`config.mk`:
```
export PLATFORM = sky130hd
export DESIGN_NAME = dac_regfront
export DESIGN_NICKNAME = d
export VERILOG_FILES = /design/src/rtl/dac_regfront_pkg.sv /design/src/rtl/dac_bus_decode.sv /design/src/rtl/dac_mode_reg.sv /design/src/rtl/dac_channel.sv /design/src/rtl/dac_range_ctl.sv /design/src/rtl/dac_regfront.sv
export SDC_FILE = /design/constraint.sdc
export NUM_CORES = 1
export LEC_CHECK = 0
export ABC_AREA = 1
export BUFFER_PORTS_ARGS = -buffer_cell sky130_fd_sc_hd__buf_2
export CAP_MARGIN = 10
export CORE_ASPECT_RATIO = 0.6
export CORE_MARGIN = 3
export CORE_UTILIZATION = 56
export DETAILED_ROUTE_END_ITERATION = 8
export GPL_TIMING_DRIVEN = 0
export PLACE_DENSITY = 0.79
export SYNTH_ARGS = -nofsm -noshare
export SYNTH_HDL_FRONTEND = slang
export SYNTH_SLANG_ARGS = --single-unit
```
`constraint.sdc`:
```
create_clock -name clk -period 1.65 [get_ports clk]
set_input_delay 0.165 -clock clk [delete_from_list [all_inputs] [get_ports clk]]
set_output_delay 0.165 -clock clk [all_outputs]
set_load 0.02 [all_outputs]
```
`src/rtl/dac_regfront_pkg.sv`:
```
// Package: shared address map, bit positions and mode type for the DAC
// register front end. Addresses are byte offsets on the register bus.
package dac_regfront_pkg;

    localparam int MODE_ADDR  = 8'h02;  // mode register, read = code commit
    localparam int RANGE_ADDR = 8'h12;  // range register, read = range commit
    localparam int DATA_BASE  = 8'h14;  // channel 0 data, +2 per channel

    localparam int EN_BIT     = 1;      // output-enable bit in mode register
    localparam int STAGE_BIT  = 0;      // staged-mode bit in mode register
    localparam int GAIN_TOP   = 11;     // gain bit of channel c is GAIN_TOP-c
    localparam int BIP_TOP    = 7;      // bipolar bit of channel c is BIP_TOP-c

    typedef struct packed {
        logic enable;
        logic staged;
    } mode_t;

endpackage

```
`src/rtl/dac_bus_decode.sv`:
```
// Module: dac_bus_decode
// Turns one bus access per cycle into per-register strobes. Purely
// combinational; assumes bus_wr and bus_rd are qualified by the caller.
module dac_bus_decode
    import dac_regfront_pkg::*;
#(
    parameter int NUM_CH = 4,
    parameter int ADDR_W = 8
) (
    input  logic [ADDR_W-1:0] bus_addr,
    input  logic              bus_wr,
    input  logic              bus_rd,
    output logic              wr_mode,
    output logic              wr_range,
    output logic [NUM_CH-1:0] wr_chan,
    output logic              rd_code_commit,
    output logic              rd_range_commit
);

    // Register strobes for the two control registers.
    always_comb begin
        wr_mode         = bus_wr && (bus_addr == ADDR_W'(MODE_ADDR));
        wr_range        = bus_wr && (bus_addr == ADDR_W'(RANGE_ADDR));
        rd_code_commit  = bus_rd && (bus_addr == ADDR_W'(MODE_ADDR));
        rd_range_commit = bus_rd && (bus_addr == ADDR_W'(RANGE_ADDR));
    end

    // One data-register write strobe per channel, two bytes apart.
    for (genvar c = 0; c < NUM_CH; c++) begin : g_chan_dec
        assign wr_chan[c] = bus_wr && (bus_addr == ADDR_W'(DATA_BASE + 2 * c));
    end

endmodule

```
`src/rtl/dac_mode_reg.sv`:
```
// Module: dac_mode_reg
// Holds the output-enable and staged-mode bits. Assumes synchronous
// active-low reset; bits other than the two mode bits are discarded.
module dac_mode_reg
    import dac_regfront_pkg::*;
#(
    parameter int BUS_W = 16
) (
    input  logic             clk,
    input  logic             rst_n,
    input  logic             wr_mode,
    input  logic [BUS_W-1:0] wdata,
    output mode_t            mode_q
);

    // Capture the two mode bits on a mode-register write.
    always_ff @(posedge clk) begin
        if (!rst_n) begin
            mode_q <= '0;
        end else if (wr_mode) begin
            mode_q.enable <= wdata[EN_BIT];
            mode_q.staged <= wdata[STAGE_BIT];
        end
    end

endmodule

```
`src/rtl/dac_channel.sv`:
```
// Module: dac_channel
// One channel: a holding register and a presented register. Direct mode
// passes writes straight to the presented register; staged mode moves
// the held code on a commit. Output is zero while enable is low.
module dac_channel #(
    parameter int CODE_W = 12,
    parameter int BUS_W  = 16
) (
    input  logic              clk,
    input  logic              rst_n,
    input  logic              wr,
    input  logic [BUS_W-1:0]  wdata,
    input  logic              staged,
    input  logic              commit,
    input  logic              enable,
    output logic [CODE_W-1:0] code
);

    logic [CODE_W-1:0] hold_q;
    logic [CODE_W-1:0] live_q;

    // Holding register keeps the low code bits of every data write.
    always_ff @(posedge clk) begin
        if (!rst_n) begin
            hold_q <= '0;
        end else if (wr) begin
            hold_q <= wdata[CODE_W-1:0];
        end
    end

    // Presented register: direct write, or staged commit of the held code.
    always_ff @(posedge clk) begin
        if (!rst_n) begin
            live_q <= '0;
        end else if (wr && !staged) begin
            live_q <= wdata[CODE_W-1:0];
        end else if (commit && staged) begin
            live_q <= hold_q;
        end
    end

    // Output gate: forced to zero while the outputs are disabled.
    always_comb begin
        code = enable ? live_q : '0;
    end

endmodule

```
`src/rtl/dac_range_ctl.sv`:
```
// Module: dac_range_ctl
// Staged and active range registers. A write fills the staged copy and a
// commit read copies it to the active one, which drives the per-channel
// gain and bipolar selects. Assumes NUM_CH <= 4 so the fields do not overlap.
module dac_range_ctl
    import dac_regfront_pkg::*;
#(
    parameter int NUM_CH = 4,
    parameter int BUS_W  = 16
) (
    input  logic              clk,
    input  logic              rst_n,
    input  logic              wr_range,
    input  logic              commit,
    input  logic [BUS_W-1:0]  wdata,
    output logic [NUM_CH-1:0] gain,
    output logic [NUM_CH-1:0] bipolar
);

    logic [BUS_W-1:0] staged_q;
    logic [BUS_W-1:0] active_q;

    // Staged copy follows writes to the range register.
    always_ff @(posedge clk) begin
        if (!rst_n) begin
            staged_q <= '0;
        end else if (wr_range) begin
            staged_q <= wdata;
        end
    end

    // Active copy takes the staged value on a commit read.
    always_ff @(posedge clk) begin
        if (!rst_n) begin
            active_q <= '0;
        end else if (commit) begin
            active_q <= staged_q;
        end
    end

    // Per-channel field extraction, counting down from the top bits.
    for (genvar c = 0; c < NUM_CH; c++) begin : g_range_bits
        assign gain[c]    = active_q[GAIN_TOP - c];
        assign bipolar[c] = active_q[BIP_TOP - c];
    end

endmodule

```
`src/rtl/dac_regfront.sv`:
```
// Module: dac_regfront
// Top of the DAC register front end: decode, mode register, per-channel
// code registers and range control. One bus access per cycle is assumed;
// reads have no data, they only act as commit strobes.
module dac_regfront
    import dac_regfront_pkg::*;
#(
    parameter int NUM_CH = 4,
    parameter int CODE_W = 12,
    parameter int BUS_W  = 16,
    parameter int ADDR_W = 8
) (
    input  logic                     clk,
    input  logic                     rst_n,
    input  logic [ADDR_W-1:0]        bus_addr,
    input  logic                     bus_wr,
    input  logic                     bus_rd,
    input  logic [BUS_W-1:0]         bus_wdata,
    output logic [NUM_CH*CODE_W-1:0] dac_code,
    output logic [NUM_CH-1:0]        dac_gain,
    output logic [NUM_CH-1:0]        dac_bipolar
);

    logic              wr_mode;
    logic              wr_range;
    logic [NUM_CH-1:0] wr_chan;
    logic              rd_code_commit;
    logic              rd_range_commit;
    mode_t             mode_q;
    logic              out_enable;
    logic              staged_mode;

    dac_bus_decode #(
        .NUM_CH (NUM_CH),
        .ADDR_W (ADDR_W)
    ) u_decode (
        .bus_addr        (bus_addr),
        .bus_wr          (bus_wr),
        .bus_rd          (bus_rd),
        .wr_mode         (wr_mode),
        .wr_range        (wr_range),
        .wr_chan         (wr_chan),
        .rd_code_commit  (rd_code_commit),
        .rd_range_commit (rd_range_commit)
    );

    dac_mode_reg #(
        .BUS_W (BUS_W)
    ) u_mode (
        .clk     (clk),
        .rst_n   (rst_n),
        .wr_mode (wr_mode),
        .wdata   (bus_wdata),
        .mode_q  (mode_q)
    );

    // Flatten the mode fields for the channels and the checker.
    always_comb begin
        out_enable  = mode_q.enable;
        staged_mode = mode_q.staged;
    end

    // One code path per channel.
    for (genvar c = 0; c < NUM_CH; c++) begin : g_chan
        dac_channel #(
            .CODE_W (CODE_W),
            .BUS_W  (BUS_W)
        ) u_chan (
            .clk    (clk),
            .rst_n  (rst_n),
            .wr     (wr_chan[c]),
            .wdata  (bus_wdata),
            .staged (staged_mode),
            .commit (rd_code_commit),
            .enable (out_enable),
            .code   (dac_code[c*CODE_W +: CODE_W])
        );
    end

    dac_range_ctl #(
        .NUM_CH (NUM_CH),
        .BUS_W  (BUS_W)
    ) u_range (
        .clk      (clk),
        .rst_n    (rst_n),
        .wr_range (wr_range),
        .commit   (rd_range_commit),
        .wdata    (bus_wdata),
        .gain     (dac_gain),
        .bipolar  (dac_bipolar)
    );

endmodule

```
==> metrics <==
status completed; compound-gate portion of the synthesized area 17.94%; Worst Skew approximately 0.0055 ns; CTS tree done; Hold Path Cell Cnt 3; Worst EP arrival 1.90 ns; main combinational cell family by area after synthesis simple AND/OR/NAND/NOR gates; P per Cell Area 1026 nW/um^2; Post-Synth XOR/XNOR Area 0%; clock share of power 52.4%; Avg Inst Size Synth 6.871 um^2; Non-Filler Instances roughly 960; clk root buf clkbuf_16; syn_nets 763; total CTS buffers 17; Crit Path Class reg2reg; Via-to-Cell Ratio ~5.8; GRT met2 Usage about half; Tmin final 1.580 ns; max-slew violations 0; Crit path largest cell delay 0.32 ns; Die H 79.56 um; min-delay worst type in2reg; Clock Latency Late Sink roughly 0.41 ns; yosys warns 0; total number of H-tree levels 4; Slew @ Worst Pin approximately 0.66 ns; vias 5529; multiplexer share of the synthesized area 0%; number of nets in the layout 863; post-synthesis cell type count 19; post-route ant nets 0; Hold Buf Count CTS 0; Initial Util between 50% and 60%; placement row count 26; 1st-iter DRT viols 455; Cell Area, Synth 5050 um^2; Worst Setup Start Kind flip-flop; unrepaired setup endpoints after global routing yes; busiest grt layer met2; # DRC 0; crit-path cells nand2_1, clkinvlp_4, nand2_4, clkbuf_4, o21ai_0, nor3_1; register area share after synthesis 45.19%; max_slew headroom 55.90%; Int Pwr 4927 uW; Max VDD drop 866.5 uV; switch share 22.29%; vias in the first global route 5069; Post-Place Worst Slack -0.2668 ns; 1st-pass router iterations 6; maximum clock insertion buffer count 2; GRT met1 Usage 47.91%; Sw Pwr 1413 uW; Die Area 10230 um^2; GRT met3 Usage 10.70%; Final TNS setup 0 ns; DP Cell Count about 930; Final setup viols 0; WL per Instance about 18 um; Area Overhead vs Synth 22.37%; die width 128.6 um; Core Area slightly below 9000 um^2; area of the multi-input gates 2126 um^2; CP max-delay cell dfxtp_1; max-capacitance violation count 0; R2R cell count 6; Total GRT Usage between 30% and 40%; Fmax 0.6330 GHz; number of port buffers 78; largest net degree at the start of global routing 17; Diodes inserted 0; Gate power share 4.0%; global-route wire length before repair 26770 um; Reg clk slew, reported paths about 0.050 ns; Seq pwr share between 40% and 50%; FF/Latch Area 2283 um^2; final setup margin around 0.070 ns; FILL cells 719; leakage power about 0.0032 uW; DRT Wirelength about 17000 um; Critical Path Sink Type flip-flop; Final period util 95.75%; Mapped Cells 735; antenna violations before repair 0; Synth Area in Simple Gates 23.96%; DP Wirelength between 10000 and 15000 um; CP Max Fanout 10; grt ovf 0; RD Place Congestion 0.9528; Final Hold Viols 0; share of cells above drive strength 1 about 18%; #FFs+latches synth 114; Crit path required time roughly 2 ns; Post-Synth Adder-Cell Area 0%; Sink Count between 100 and 150; # IOs 84
==> cell usage after synthesis (all sizes together) <==
cell type	count	area [um^2]
inv	117	439.2
dfxtp	114	2282
nand2	103	391.6
o21ai	95	475.5
a21oi	86	430.4
nor2	73	284.0
nand3	66	335.3
clkbuf	25	93.84
buf	21	111.4
nor3	19	111.4
nand4	14	87.58
clkinv	2	7.510
==> flip-flops by register name (all words and copies together) (netlist names) <==
signal,flops
g_chan.u_chan.live_q,48
g_chan.u_chan.hold_q,48
u_mode.mode_q,2
u_range.staged_q,8
u_range.active_q,8
==> worst paths after layout <==
| check | from | to | slack (ns) |
|---|---|---|---|
| min reg2reg | u_range.active_q[9]$_SDFFE_PN0P_ | u_range.active_q[9]$_SDFFE_PN0P_ | 0.44 |
| min | bus_wdata[2] | g_chan[3].u_chan.live_q[2]$_SDFFE_PN0P_ | 0.07 |
| max reg2reg | u_mode.mode_q[0]$_SDFFE_PN0P_ | g_chan[2].u_chan.live_q[0]$_SDFFE_PN0P_ | 0.07 |
| max | u_mode.mode_q[0]$_SDFFE_PN0P_ | g_chan[2].u_chan.live_q[0]$_SDFFE_PN0P_ | 0.07 |
==> final cells by class <==
class / instances / area share [%]
plain buffers: 45 / 3.746
clock buffers: 23 / 7.572
clock inverters: 7 / 0.9719
inverters: 119 / 7.289
multi-input cells: 456 / 34.40
flip-flops and latches: 114 / 36.95
well taps: 112 / 2.268
repair buffers: 82 / 6.803
==> power groups by stage <==
stage               combinational [uW]  clock (uW)  sequential, uW
floorplan                          102           0            2820
global placement                   233           0            2820
detailed placement                 237           0            2820
CTS                                239        3310            2770
global route                       263        3440            2760
finish                             253        3320            2770
==> layout by cell type, fill, tap and decap left out <==
| master | netlist | final |
|---|---|---|
| a21oi_1 | 86 | 86 |
| clkbuf_1 | 25 | 20 |
| clkinvlp_4 | 0 | 1 |
| dfxtp_1 | 114 | 113 |
| clkinv_2 | 0 | 6 |
| clkbuf_2 | 0 | 5 |
| buf_4 | 3 | 8 |
| clkinv_1 | 2 | 1 |
| clkbuf_16 | 0 | 17 |
| buf_2 | 17 | 94 |
| nand2_2 | 2 | 3 |
| nor2_1 | 69 | 69 |
| nor3_1 | 17 | 17 |
| nor3_2 | 1 | 1 |
| o21ai_0 | 95 | 95 |
| nand2_1 | 101 | 99 |
| nand3_2 | 1 | 1 |
| inv_1 | 117 | 117 |
| nor2_2 | 4 | 4 |
| nand2_4 | 0 | 1 |
| clkbuf_8 | 0 | 3 |
| bufinv_16 | 0 | 1 |
| nor3_4 | 1 | 1 |
| nand3_1 | 65 | 65 |
| dfxtp_2 | 0 | 1 |
| nand4_1 | 14 | 14 |
| clkbuf_4 | 0 | 3 |
==> repair_timing <==
| item | CTS | global route |
|---|---|---|
| setup buffers | 2 | 2 |
| setup endpoints to repair | 74 | 50 |
| resized for setup | 13 | 9 |
| pin swaps | 0 | 1 |
==> critical path: cells and delay by family (launching register included) <==
kind                   cells  cell delay [ns]
AOI/OAI and AO/OA          1             0.12
buffers and inverters      2             0.49
DFF                        1             0.32
and+or+nand+nor            3             0.57
==> per-layer routing <==
layer  part of all wire (%)  up-vias
met5                      0        -
met4                    3.1        0
met3                     14       57
met2                     41      376
met1                     43     2530
li1                       -     2566
==> cell families after synthesis <==
group | Yosys count
AND/OR/NAND/NOR | 275
buffers and inverters | 165
AO/OA/AOI/OAI | 181
flip-flops | 114
==> per-stage QoR <==
step           instance area [um^2]  total power (uW)  util, %  hold WS [ns]
6_report                       6180              6339    71.41       0.07211
5_1_grt                        6180              6468    71.41       0.07944
4_1_cts                        6152              6313    71.10       0.06434
3_5_place_dp                   5580              3059    64.49        0.4323
3_3_place_gp                   5580              3054    64.49        0.4269
2_1_floorplan                  5050              2924        -        0.3203
Power figures use the tool's default switching activity.
